<file path="src/rtl/sbd_pkg.sv">
package sbd_pkg;
  localparam int unsigned LCW      = 3;
  localparam logic [LCW-1:0] LEN_SHORT = 3'd0;
  localparam logic [LCW-1:0] LEN_OVER  = 3'd7;
  localparam logic [7:0]     LEAD_RSVD = 8'b0000_0011;
endpackage

</file>
<file path="src/rtl/sbd_run_len.sv">
module sbd_run_len
  import sbd_pkg::*;
#(
  parameter int unsigned NPARC = 14,
  parameter int unsigned MAXP  = 6,
  parameter int unsigned IDX   = 0
) (
  input  logic [NPARC-1:0] field_i,
  output logic [LCW-1:0]   code_o
);
  localparam int unsigned CW = $clog2(NPARC + 1) + 1;

  logic [CW-1:0] cnt;
  logic          stop;

  always_comb begin
    cnt  = CW'(1);
    stop = 1'b0;
    for (int j = IDX + 1; j < NPARC; j++) begin
      if (!stop) begin
        if (field_i[j]) stop = 1'b1;
        else            cnt  = cnt + CW'(1);
      end
    end
    if (!field_i[IDX])          code_o = '0;
    else if (cnt > CW'(MAXP))   code_o = LEN_OVER;
    else                        code_o = LCW'(cnt - CW'(1));
  end
endmodule

</file>
<file path="src/rtl/sbd_rules.sv">
module sbd_rules
  import sbd_pkg::*;
#(
  parameter int unsigned NPARC = 14
) (
  input  logic [NPARC-1:0]     field_i,
  input  logic [NPARC*LCW-1:0] codes_i,
  input  logic                 mode64_i,
  output logic                 err_o
);
  logic too_few, too_long, lead_rsvd, short_first, found;
  logic [LCW-1:0] first_code;

  always_comb begin
    too_long   = 1'b0;
    found      = 1'b0;
    first_code = '0;
    for (int i = 0; i < NPARC; i++) begin
      if (codes_i[i*LCW +: LCW] == LEN_OVER) too_long = 1'b1;
      if (field_i[i] && !found) begin
        found      = 1'b1;
        first_code = codes_i[i*LCW +: LCW];
      end
    end
    too_few     = $countones(field_i) < 2;
    lead_rsvd   = field_i[7:0] == LEAD_RSVD;
    short_first = mode64_i && found && first_code == LEN_SHORT;
    err_o       = too_few | too_long | lead_rsvd | short_first;
  end
endmodule

</file>
<file path="src/rtl/sbd_boundary_decoder.sv">
module sbd_boundary_decoder
  import sbd_pkg::*;
#(
  parameter int unsigned NPARC = 14,
  parameter int unsigned MAXP  = 6
) (
  input  logic                 clk_i,
  input  logic                 rst_ni,
  input  logic                 valid_i,
  input  logic [NPARC-1:0]     start_bits_i,
  input  logic                 mode64_i,
  output logic                 valid_o,
  output logic [NPARC-1:0]     start_o,
  output logic [NPARC*LCW-1:0] len_o,
  output logic                 err_o
);
  logic [NPARC*LCW-1:0] codes;
  logic                 err_d;

  for (genvar g = 0; g < NPARC; g++) begin : g_run
    sbd_run_len #(.NPARC(NPARC), .MAXP(MAXP), .IDX(g)) i_run (
      .field_i (start_bits_i),
      .code_o  (codes[g*LCW +: LCW])
    );
  end

  sbd_rules #(.NPARC(NPARC)) i_rules (
    .field_i  (start_bits_i),
    .codes_i  (codes),
    .mode64_i (mode64_i),
    .err_o    (err_d)
  );

  always_ff @(posedge clk_i or negedge rst_ni) begin
    if (!rst_ni) begin
      valid_o <= 1'b0;
      start_o <= '0;
      len_o   <= '0;
      err_o   <= 1'b0;
    end else begin
      valid_o <= valid_i;
      if (valid_i) begin
        start_o <= start_bits_i;
        len_o   <= codes;
        err_o   <= err_d;
      end
    end
  end
endmodule

</file>
<file path="config.mk">
export PLATFORM = sky130hd
export DESIGN_NAME = sbd_boundary_decoder
export DESIGN_NICKNAME = d
export VERILOG_FILES = /design/src/rtl/sbd_pkg.sv /design/src/rtl/sbd_run_len.sv /design/src/rtl/sbd_rules.sv /design/src/rtl/sbd_boundary_decoder.sv
export SDC_FILE = /design/constraint.sdc
export NUM_CORES = 1
export LEC_CHECK = 0
export ABC_CLOCK_PERIOD_IN_PS = 3250
export BUFFER_PORTS_ARGS = -buffer_cell sky130_fd_sc_hd__buf_2
export CORE_MARGIN = 1.5
export CORE_UTILIZATION = 24
export DETAILED_ROUTE_END_ITERATION = 10
export GPL_ROUTABILITY_DRIVEN = 0
export SLEW_MARGIN = 40
export SYNTH_ARGS = -nofsm -noshare
export SYNTH_HDL_FRONTEND = slang
export SYNTH_SLANG_ARGS = --single-unit
</file>
<file path="constraint.sdc">
create_clock -name clk_i -period 3.25 [get_ports clk_i]
set_clock_uncertainty 0.2 [all_clocks]
set_input_delay 0.65 -clock clk_i [delete_from_list [all_inputs] [get_ports clk_i]]
set_output_delay 0.65 -clock clk_i [all_outputs]
set_load 0.01 [all_outputs]
</file>
==> After elaboration in Yosys (flattened, before gate mapping) <==
Index checks and enable logic that the tools add are counted.
{ "word_totals": {"out_inout_bits": 58, "reg_bits": 55, "elab_cells": 482, "inputBits": 18} }
{ "op_classes": {"eq_ne": 14, "magnitude_cmp": 14, "reduce_logical": 29, "bitwise": 3, "muxes": 314, "addsub": 104} }
{ "op_table": {"columns": ["op", "n"], "rows": [
  ["$mux 5", 156],
  ["$add 5x1->5 const B", 66],
  ["$add 32x32->32", 6],
  ["$mux 3", 40],
  ["$mux 1", 105],
  ["$gt 5x3->1 const B", 12],
  ["$eq 3x3->1 const B", 13],
  ["$add 2x1->3 const B", 12],
  ["$sub 3x1->3 const B", 12],
  ["$lt 32x3->1 const B", 1],
  ["$mux 2", 13],
  ["$logic_and 1x1->1", 15],
  ["$add 1x1->2", 7],
  ["$logic_not 1->1", 13],
  ["$eq 8x2->1 const B", 1],
  ["$gt 2x3->1 const B", 1],
  ["$logic_not 3->1", 1],
  ["$or 1x1->1", 3],
  ["$sub 2x1->3 const B", 1]
]} }

==> Depth between registers and ports, before layout <==
Gate-level depths: netlist of run 1.
{ "depth": {"word_depth": 57, "ltp_mapped": 43, "depth_no_buf": 40} }

==> Modules after synthesis <==
Synthesis of run 1 repeated with hierarchy kept, for this count alone.
{ "unflattened": {"hier_cells": 1081, "hier_area_um2": 9113.7} }
{ "modules_own_cells": {"columns": ["module", "cells_each", "n_inst", "area_per_inst_um2", "seq_area_each_um2"], "rows": [
  ["sbd_boundary_decoder", 121, 1, 2260.9, 1451.4],
  ["sbd_run_len (g_run[2].i_run)", 165, 1, 1111.1, 0.0],
  ["sbd_run_len (g_run[0].i_run)", 151, 1, 1079.8, 0.0],
  ["sbd_rules", 141, 1, 1013.5, 0.0],
  ["sbd_run_len (g_run[1].i_run)", 128, 1, 929.6, 0.0],
  ["sbd_run_len (g_run[3].i_run)", 97, 1, 710.7, 0.0],
  ["sbd_run_len (g_run[4].i_run)", 82, 1, 608.1, 0.0],
  ["sbd_run_len (g_run[6].i_run)", 55, 1, 402.9, 0.0],
  ["sbd_run_len (g_run[5].i_run)", 50, 1, 359.1, 0.0],
  ["sbd_run_len (g_run[7].i_run)", 33, 1, 236.5, 0.0],
  ["sbd_run_len (g_run[8].i_run)", 22, 1, 155.1, 0.0],
  ["sbd_run_len (g_run[10].i_run)", 13, 1, 85.1, 0.0],
  ["sbd_run_len (g_run[9].i_run)", 11, 1, 70.1, 0.0],
  ["sbd_run_len (g_run[11].i_run ...)", 4, 2, 32.5, 0.0],
  ["sbd_run_len (g_run[13].i_run)", 4, 1, 26.3, 0.0]
]} }

==> Worst setup path before layout of run 1 <==
OpenSTA, ideal clock, no wires.
{ "synth_path": {"path_kind": "in2reg", "start": "in start_bits_i[3]", "end": "reg err_o", "path_buffers": 3, "t_arrival_ps": 8694, "cell_stages": 42, "setup_slack_ps": -5775, "required_time_ps": 2919, "setup_ps": 131, "path_cell_list": "buf_2 -> inv_1 -> clkbuf_1 -> ha_1 -> nor2b_1 -> clkbuf_1 -> xnor2_1 -> ha_1 -> or4bb_1 -> o31a_1 -> inv_1 -> ha_1 -> o21ai_1 -> inv_1 -> ha_1 -> nor2b_1 -> a211o_1 -> and2_4 -> (+6 left out) -> a21oi_1 -> ha_1 -> a211oi_1 -> a21oi_1 -> ha_1 -> a21o_1 -> ha_1 -> mux2_2 -> ha_1 -> o22ai_1 -> ha_1 -> xnor2_1 -> xnor2_1 -> nand4_1 -> nand4b_1 -> a2111oi_0 -> o2bb2ai_1 -> o211ai_2"} }
{ "synth_via": {"elab_chain_len": 52, "elab_cells_between_ends": 213, "classes_between": "add/sub (37); order compare (4); eq/ne (5); mux (140); bitwise (3); reduce/logical (24)"} }
{ "synth_rtl": {"columns": ["element", "line", "source"], "rows": [
  ["from (decl)", "sbd_boundary_decoder.sv:10", "input logic [NPARC-1:0] start_bits_i,"],
  ["$mux 5", "sbd_run_len.sv:21", "if (field_i[j]) stop = 1'b1;"],
  ["$mux 5", "sbd_run_len.sv:20", "if (!stop) begin"],
  ["$add 5x1->5", "sbd_run_len.sv:22", "else cnt = cnt + CW'(1);"],
  ["$mux 5", "sbd_run_len.sv:21", null],
  ["$mux 5", "sbd_run_len.sv:20", null],
  ["$add 5x1->5", "sbd_run_len.sv:22", null],
  ["$mux 5", "sbd_run_len.sv:21", null],
  ["$mux 5", "sbd_run_len.sv:20", null],
  ["(+24 left out)", null, null],
  ["$gt 5x3->1 / $sub 3x1->3 (equally long branches)", "sbd_run_len.sv:26, sbd_run_len.sv:27", null],
  ["$mux 3", "sbd_run_len.sv:26", "else if (cnt > CW'(MAXP)) code_o = LEN_OVER;"],
  ["$mux 3", "sbd_run_len.sv:25", "if (!field_i[IDX]) code_o = '0;"],
  ["$eq 3x3->1 / $mux 3 (equally long branches)", "sbd_rules.sv:19, sbd_rules.sv:20", null],
  ["$mux 1 / $mux 3 (equally long branches) (13 in a row)", "sbd_rules.sv:19, sbd_rules.sv:20", null],
  ["$or 1x1->1 / $logic_not 3->1 (equally long branches)", "sbd_rules.sv:28, sbd_rules.sv:27", null],
  ["$or 1x1->1 / $logic_and 1x1->1 (equally long branches)", "sbd_rules.sv:28, sbd_rules.sv:27", null],
  ["$or 1x1->1 *", "sbd_rules.sv:28", "err_o = too_few | too_long | lead_rsvd | short_first;"],
  ["to (signal assigned)", "sbd_boundary_decoder.sv:45", "err_o <= err_d;"],
  ["to (decl)", "sbd_boundary_decoder.sv:15", "output logic err_o"]
]} }
Mark *: on every way between the ends. The rest lies on a longest branch, timed or not.
A chain may end at the register's enable or synchronous reset.

==> Worst setup path in the final report of run 1 <==
{ "layout_path": {"start": "in start_bits_i[2]", "end": "reg err_o"} }
{ "layout_via": {"elab_chain_len": 55, "elab_cells_between_ends": 177, "classes_between": "add/sub (28); order compare (3); eq/ne (4); mux (113); bitwise (3); reduce/logical (26)"} }
{ "layout_rtl": {"columns": ["element", "line"], "rows": [
  ["$mux 5", "sbd_run_len.sv:21"],
  ["$mux 5", "sbd_run_len.sv:20"],
  ["$add 5x1->5", "sbd_run_len.sv:22"],
  ["$mux 5", "sbd_run_len.sv:21"],
  ["$mux 5", "sbd_run_len.sv:20"],
  ["$add 5x1->5", "sbd_run_len.sv:22"],
  ["$mux 5", "sbd_run_len.sv:21"],
  ["$mux 5", "sbd_run_len.sv:20"],
  ["(+27 left out)", null],
  ["$gt 5x3->1 / $sub 3x1->3 (equally long branches)", "sbd_run_len.sv:26, sbd_run_len.sv:27"],
  ["$mux 3", "sbd_run_len.sv:26"],
  ["$mux 3", "sbd_run_len.sv:25"],
  ["$eq 3x3->1 / $mux 3 (equally long branches)", "sbd_rules.sv:19, sbd_rules.sv:20"],
  ["$mux 1 / $mux 3 (equally long branches) (13 in a row)", "sbd_rules.sv:19, sbd_rules.sv:20"],
  ["$or 1x1->1 / $logic_not 3->1 (equally long branches)", "sbd_rules.sv:28, sbd_rules.sv:27"],
  ["$or 1x1->1 / $logic_and 1x1->1 (equally long branches)", "sbd_rules.sv:28, sbd_rules.sv:27"],
  ["$or 1x1->1 *", "sbd_rules.sv:28"]
]} }
Marked as above.

==> impl_metrics.yaml, run 1 <==
status:
  status: "finished with violations"
  violations: "negative setup slack"
layout:
  insertedDiodeCount: 0
  layout.nets: 1945
  area_growth_pct: 66.5
  layout-drive-gt1-share: 0.477
  n_fill_cell: 3927
route:
  first_iter_violations: 799
  antenna_left: 0
  drc_errors: 0
  routed_wl_mm: 40.3
  wl_per_cell_um: 17.2
  num_vias: 11818
  viasPerCell: 5.05
  dr.pass1.iters: 7
cts:
  cts_sinks: 53
  cts-root-buf: "clkbuf_16"
  clock_latency_ns: 0.30
  cts_hold_buf: 0
  cts_tree: "yes"
  clock_path_buffers: 2
  htreeDepth: 2
  cts_buffers: 5
  clk_pin_slew_ns: 0.07
worst_setup_path:
  critPathMaxStageDelay_ns: 0.42
  r2r_end: "err_o$_DFFE_PN0P_"
  crit_arrival_ns: 7.46
  worstRegToRegCells: 3
  cp-end-kind: "register"
  critPathTopFamily: "adder cells"
  setup.worst_path.start_class: "input pin"
  r2r_slack_ns: 2.03
  crit_type: "input pin to register"
  cp_common_cell: "ha_4"
  path_buf_inv: 5
  crit_path_max_fanout: 3
  cp_slowest_cell: "or4bb_1"
  regToRegStartpoint: "err_o$_DFFE_PN0P_"
  cp_data_required_time_ns: 3.23
grt:
  grt_pass1_vias: 11756
  grt_max_degree: 77
  grt_use_total: 0.188
  grt_antenna_before_repair: 0
  grt-ovfl-total: 0
  grt_pass1_wl_mm: 63.1
synth:
  yosys.area_share.simple: 0.262
  synth_top_family_by_area: "simple AND/OR/NAND/NOR gates"
  synth_most_common_cell: "nor2_1"
  ys_ff_latch: 53
  synth_xor_area_frac: 0.0962
  async_reset_ff_frac: 1.00
  synth_top_area_frac: 0.136
  synth_edf_count: 0
  synthesis.area_mm2: 0.00975
  synth_cell_types: 101
  synthFlopType: "dfrtp_1"
  yosys.area.top_type: "dfrtp_1"
  synth_seq_area_share: 0.136
  synth_common_cells: "126 x nor2_1, 110 x nand2_1, 102 x ha_1"
  avgSynthCellArea_um2: 7.61
  synthTopCellsByArea: "dfrtp_1 14%, ha_1 13%, xnor2_1 4.9%"
  ys_warn_count: 0
  muxShareOfSynthArea: 0.0715
  synthAdderAreaFrac: 0.154
  synth_compound_area_frac: 0.211
  synth_cells: 1280
timing:
  period_needed_ns: 7.47
  rsz0062_at_grt: "yes"
  finalHoldViolations: 0
  slew_violations: 0
  timing.fmax_ghz: 0.134
  fin_ws_ns: -4.22
  final_min_period_over_clock_period: 2.30
  worst_slew_pin_slew_ns: 0.804
  fin_hold_ws_ns: 0.125
  setup_viol: 27
  slew_headroom: 0.464
power:
  combPwrFrac: 0.651
  ir_worst_vdd_uv: 401
  pwr-share-clk: 0.139
  switching_share: 0.393
  p_leak_uw: 0.00732
  p_total_uw: 3670
  power.density_mw_per_mm2: 226
  p_sw_uw: 1440
  p_seq_frac: 0.211
  intPower_uw: 2220
die:
  core_area_mm2: 0.0399
  initial_core_util: 0.244
  core.rowCount: 73
  ios: 76
  fp.dieH_um: 205
  dieArea_mm2: 0.0418
  die_x_um: 205
min_path:
  hp-class: "input pin to async pin"
job:
  cap_violations: 0
place:
  dpl.hpwl_mm: 32.0
  io_buffers: 70
## flip-flops by register name, summed over array words and instances, names as in the netlist
| name | cells |
|---|---|
| len_o | 37 |
| start_o | 14 |
| err_o | 1 |
| valid_o | 1 |
## routing by layer
metal  GRT usage  up-vias  part of all wire
met1       0.260     5654              0.45
met3      0.0140       95             0.063
met5           0        -                 0
met4      0.0517        0             0.030
li1            -     5663                 -
met2       0.314      406              0.46
## layout make-up
| type | instances | area [um^2] | share of cell area |
|---|---|---|---|
| clock buffers | 5 | 125 | 0.00771 |
| repair buffers | 591 | 4630 | 0.285 |
| multi-input cells | 1066 | 9060 | 0.558 |
| well taps | 525 | 657 | 0.0405 |
| clock inverters | 1 | 5.00 | 0.000308 |
| flip-flops and latches | 53 | 1330 | 0.0817 |
| inverters | 99 | 428 | 0.0264 |
## power groups by stage
stage | clock network [uW] | logic [uW] | registers, uW
2_1_floorplan | 0 | 1140 | 805
3_3_place_gp | 0 | 2000 | 780
3_5_place_dp | 0 | 2040 | 781
4_1_cts | 519 | 2240 | 771
5_1_grt | 543 | 2590 | 778
6_report | 508 | 2390 | 772
## what timing repair did
item / CTS / global route
resized for setup: 150 / 81
buffers inserted: 52 / 23
pin swaps: 89 / 67
endpoints found under the setup margin: 28 / 28
hold endpoints to repair: 0 / 0
## worst max-delay path by stage
stage                                from                 to  slack [ns]  cells after the start
after floorplan           start_bits_i[2]  err_o$_DFFE_PN0P_       -4.79                     42
after global placement    start_bits_i[3]  err_o$_DFFE_PN0P_       -4.66                     39
after detailed placement  start_bits_i[3]  err_o$_DFFE_PN0P_       -4.76                     37
after CTS                 start_bits_i[3]  err_o$_DFFE_PN0P_       -4.29                     41
after global routing      start_bits_i[2]  err_o$_DFFE_PN0P_       -4.58                     40
final                     start_bits_i[2]  err_o$_DFFE_PN0P_       -4.22                     40
## placed cells by master, fill, tap and decap left out, types with 11 or more instances in the layout
cell type,n
buf_4,485
nor2_1,103
nand2_1,95
inv_1,80
buf_2,60
ha_1,59
dfrtp_1,53
xnor2_1,46
o21ai_0,45
nor2b_1,41
nand3_1,32
xor2_1,30
a21oi_1,30
mux2i_1,29
ha_4,29
nor3_1,22
o211ai_1,21
buf_6,20
o21ai_1,19
nand4_1,19
mux2_2,18
nand2b_1,16
o22ai_1,16
a21oi_2,15
a21o_1,15
mux2_4,14
ha_2,14
buf_12,14
nor2_4,13
nor2_2,13
and3_1,13
buf_8,12
nor4_1,11
## logic make-up (layout without fill, tap and decap cells)
family                   after synthesis  count (layout)
AND/OR/NAND/NOR                      488             488
flip-flops                            53              53
XOR/XNOR                              94              94
adder cells (fa/ha/maj)              115             115
AO/OA/AOI/OAI                        300             300
other                                  1               5
multiplexers                          64              64
buffers and inverters                165             696
## metrics by stage
step	instances	util	setup TNS, ns	worst slack, ns	cell area (um^2)
final	2340	0.407	-71.06	-4.22	16200
after global routing	2340	0.407	-77.99	-4.58	16200
after CTS	2317	0.392	-70.50	-4.29	15700
after detailed placement	2259	0.363	-86.99	-4.76	14500
after global placement	2259	0.363	-84.75	-4.66	14500
after floorplan	1284	-	-66.77	-4.79	10700
(Power assumes the default switching activity.)
==> inputs of run 2 (changes only) <==
Settings changed: PLACE_DENSITY from default to 0.41.
==> run 2 against run 1 <==
The run still ends with negative setup slack left. Count of clock-buffer cells in the layout is 2 higher. Power is 6.0% higher. Die area stayed put. Wire length is 9.0% higher. Design area is 3.1% higher. Largest cell class unchanged. Via count is 0.71% lower. Global-route usage is 2.0 points higher. Setup slack worse by 0.058 ns. Fmax is 0.77% lower. First-iteration DRC count is 19% lower. Sequential power is 0.8% lower. Core utilization is 1.2 points higher. Highest routed layer unchanged. Critical path type unchanged.
==> impl_metrics.yaml, run 2 (synthesis results as in run 1) <==
die:
  core_area_mm2: 0.0399
  dieArea_mm2: 0.0418
  die_x_um: 205
  ios: 76
  core.rowCount: 73
  fp.dieH_um: 205
  initial_core_util: 0.244
cts:
  clk_pin_slew_ns: 0.07
  cts_tree: "yes"
  clock_latency_ns: 0.29
  htreeDepth: 2
  cts-root-buf: "clkbuf_16"
  cts_buffers: 5
  cts_hold_buf: 0
  clock_path_buffers: 2
  cts_sinks: 53
power:
  combPwrFrac: 0.641
  switching_share: 0.384
  ir_worst_vdd_uv: 274
  p_sw_uw: 1490
  p_leak_uw: 0.00757
  intPower_uw: 2400
  pwr-share-clk: 0.162
  p_seq_frac: 0.197
  power.density_mw_per_mm2: 232
layout:
  multi_input_area_mm2: 0.00910
  final_common_cell: "buf_4"
  regArea_mm2: 0.00133
  final_core_util: 0.419
  reg_top3: "len_o: 37 flops, start_o: 14 flops"
  n_fill_cell: 4051
  layout-drive-gt1-share: 0.488
  largest_register_ff_count: 37
  final_cell_mix: "504 x buf_4, 99 x nand2_1, 99 x nor2_1"
  area_growth_pct: 71.6
  regMostFlops: "len_o"
  layout.nets: 1983
  insertedDiodeCount: 0
place:
  dpl.hpwl_mm: 33.9
  io_buffers: 70
worst_setup_path:
  critPathMaxStageDelay_ns: 0.42
  crit_path_max_fanout: 3
  cp-end-kind: "register"
  crit_type: "input pin to register"
  cp_slowest_cell: "or4bb_1"
  cp_common_cell: "ha_4"
  setup.worst_path.start_class: "input pin"
  regToRegStartpoint: "err_o$_DFFE_PN0P_"
  crit_arrival_ns: 7.51
  cp_data_required_time_ns: 3.23
  crit_path_start: "start_bits_i[2]"
timing:
  period_needed_ns: 7.53
  fin_hold_ws_ns: 0.0229
  rsz0062_at_grt: "yes"
  timing.fmax_ghz: 0.133
  worst_slew_pin_slew_ns: 0.806
  setup_viol: 28
  fin_ws_ns: -4.28
  slew_violations: 0
  final_min_period_over_clock_period: 2.32
  slew_headroom: 0.462
  finalHoldViolations: 0
route:
  routed_wl_mm: 43.9
  wl_per_cell_um: 18.4
  first_iter_violations: 646
  drc_errors: 0
  antenna_left: 0
  dr.pass1.iters: 5
  viasPerCell: 4.93
  num_vias: 11734
grt:
  grt-ovfl-total: 0
  grt_pass1_vias: 11952
  grt_pass1_wl_mm: 68.0
  grt_max_degree: 77
  grt_antenna_before_repair: 0
  grt_use_total: 0.208
job:
  cap_violations: 0
status:
  violations: "negative setup slack"
  status: "finished with violations"
min_path:
  hp-class: "input pin to async pin"
==> run 2: changes by cell type in the layout (fill, tap and decap cells not counted), moves of 3 or more <==
cell,delta
buf_12,+4
buf_4,+19
buf_6,+14
buf_8,-3
nand2_1,+4
nand2_2,-3
nor2_1,-4
nor2_4,+3
o31ai_2,-4
==> run 2: critical path, delay by kind of cell <==
family | cells | cell delay (ns)
adders and majority gates | 11 | 2.52
AOI/OAI and AO/OA | 12 | 1.98
and+or+nand+nor | 8 | 1.34
xor gates and xnor gates | 3 | 0.38
buffers and inverters | 5 | 0.36
muxes | 1 | 0.27
==> run 2: per-stage QoR <==
step / TNS [ns] / power (uW) / cell area (um^2) / setup slack, ns / std cells
after CTS: -70.11 / 3750 / 16000 / -4.28 / 2346
after global routing: -78.23 / 4150 / 16700 / -4.66 / 2380
final: -71.00 / 3890 / 16700 / -4.28 / 2380
after global placement: -85.52 / 2830 / 14400 / -4.75 / 2253
after floorplan: -66.77 / 1940 / 10700 / -4.79 / 1284
after detailed placement: -86.78 / 2840 / 14400 / -4.77 / 2253
==> run 2: metal layers <==
layer,track usage,share of wire
met3,0.0119,0.033
met2,0.339,0.45
met4,0.0649,0.030
met5,0,0
met1,0.293,0.48
==> run 2: final cells by class <==
type                            count  share of cell area
Sequential cell                    53              0.0793
Multi-Input combinational cell   1066               0.544
Clock inverter                      1             0.00180
Clock buffer                        7             0.00853
Timing Repair Buffer              629               0.301
Inverter                           99              0.0259
Tap cell                          525              0.0393
==> run 2: repair_timing <==
action | in CTS | in global routing
setup endpoints to repair | 28 | 28
pin swaps | 97 | 109
buffers inserted | 83 | 37
resized for setup | 170 | 100
cloned | 2 | 0
==> run 2: power groups by stage <==
stage                     clock, uW  combinational, uW  sequential [uW]
after global routing            663               2710              775
after detailed placement          0               2060              777
final                           628               2490              766
after CTS                       648               2330              767
after global placement            0               2050              778
after floorplan                   0               1140              805
==> run 2: path summary, 6_finish.rpt <==
path,to,slack [ns],cells past startpoint
min in group clk_i,len_o[32]$_DFFE_PN0P_,0.30,1
hold reg to reg,len_o[32]$_DFFE_PN0P_,0.30,1
setup / recovery,err_o$_DFFE_PN0P_,-4.28,40
max in group asynchronous,len_o[23]$_DFFE_PN0P_,2.18,2
hold / removal,start_o[11]$_DFFE_PN0P_,0.02,1
setup reg to reg,err_o$_DFFE_PN0P_,2.09,3
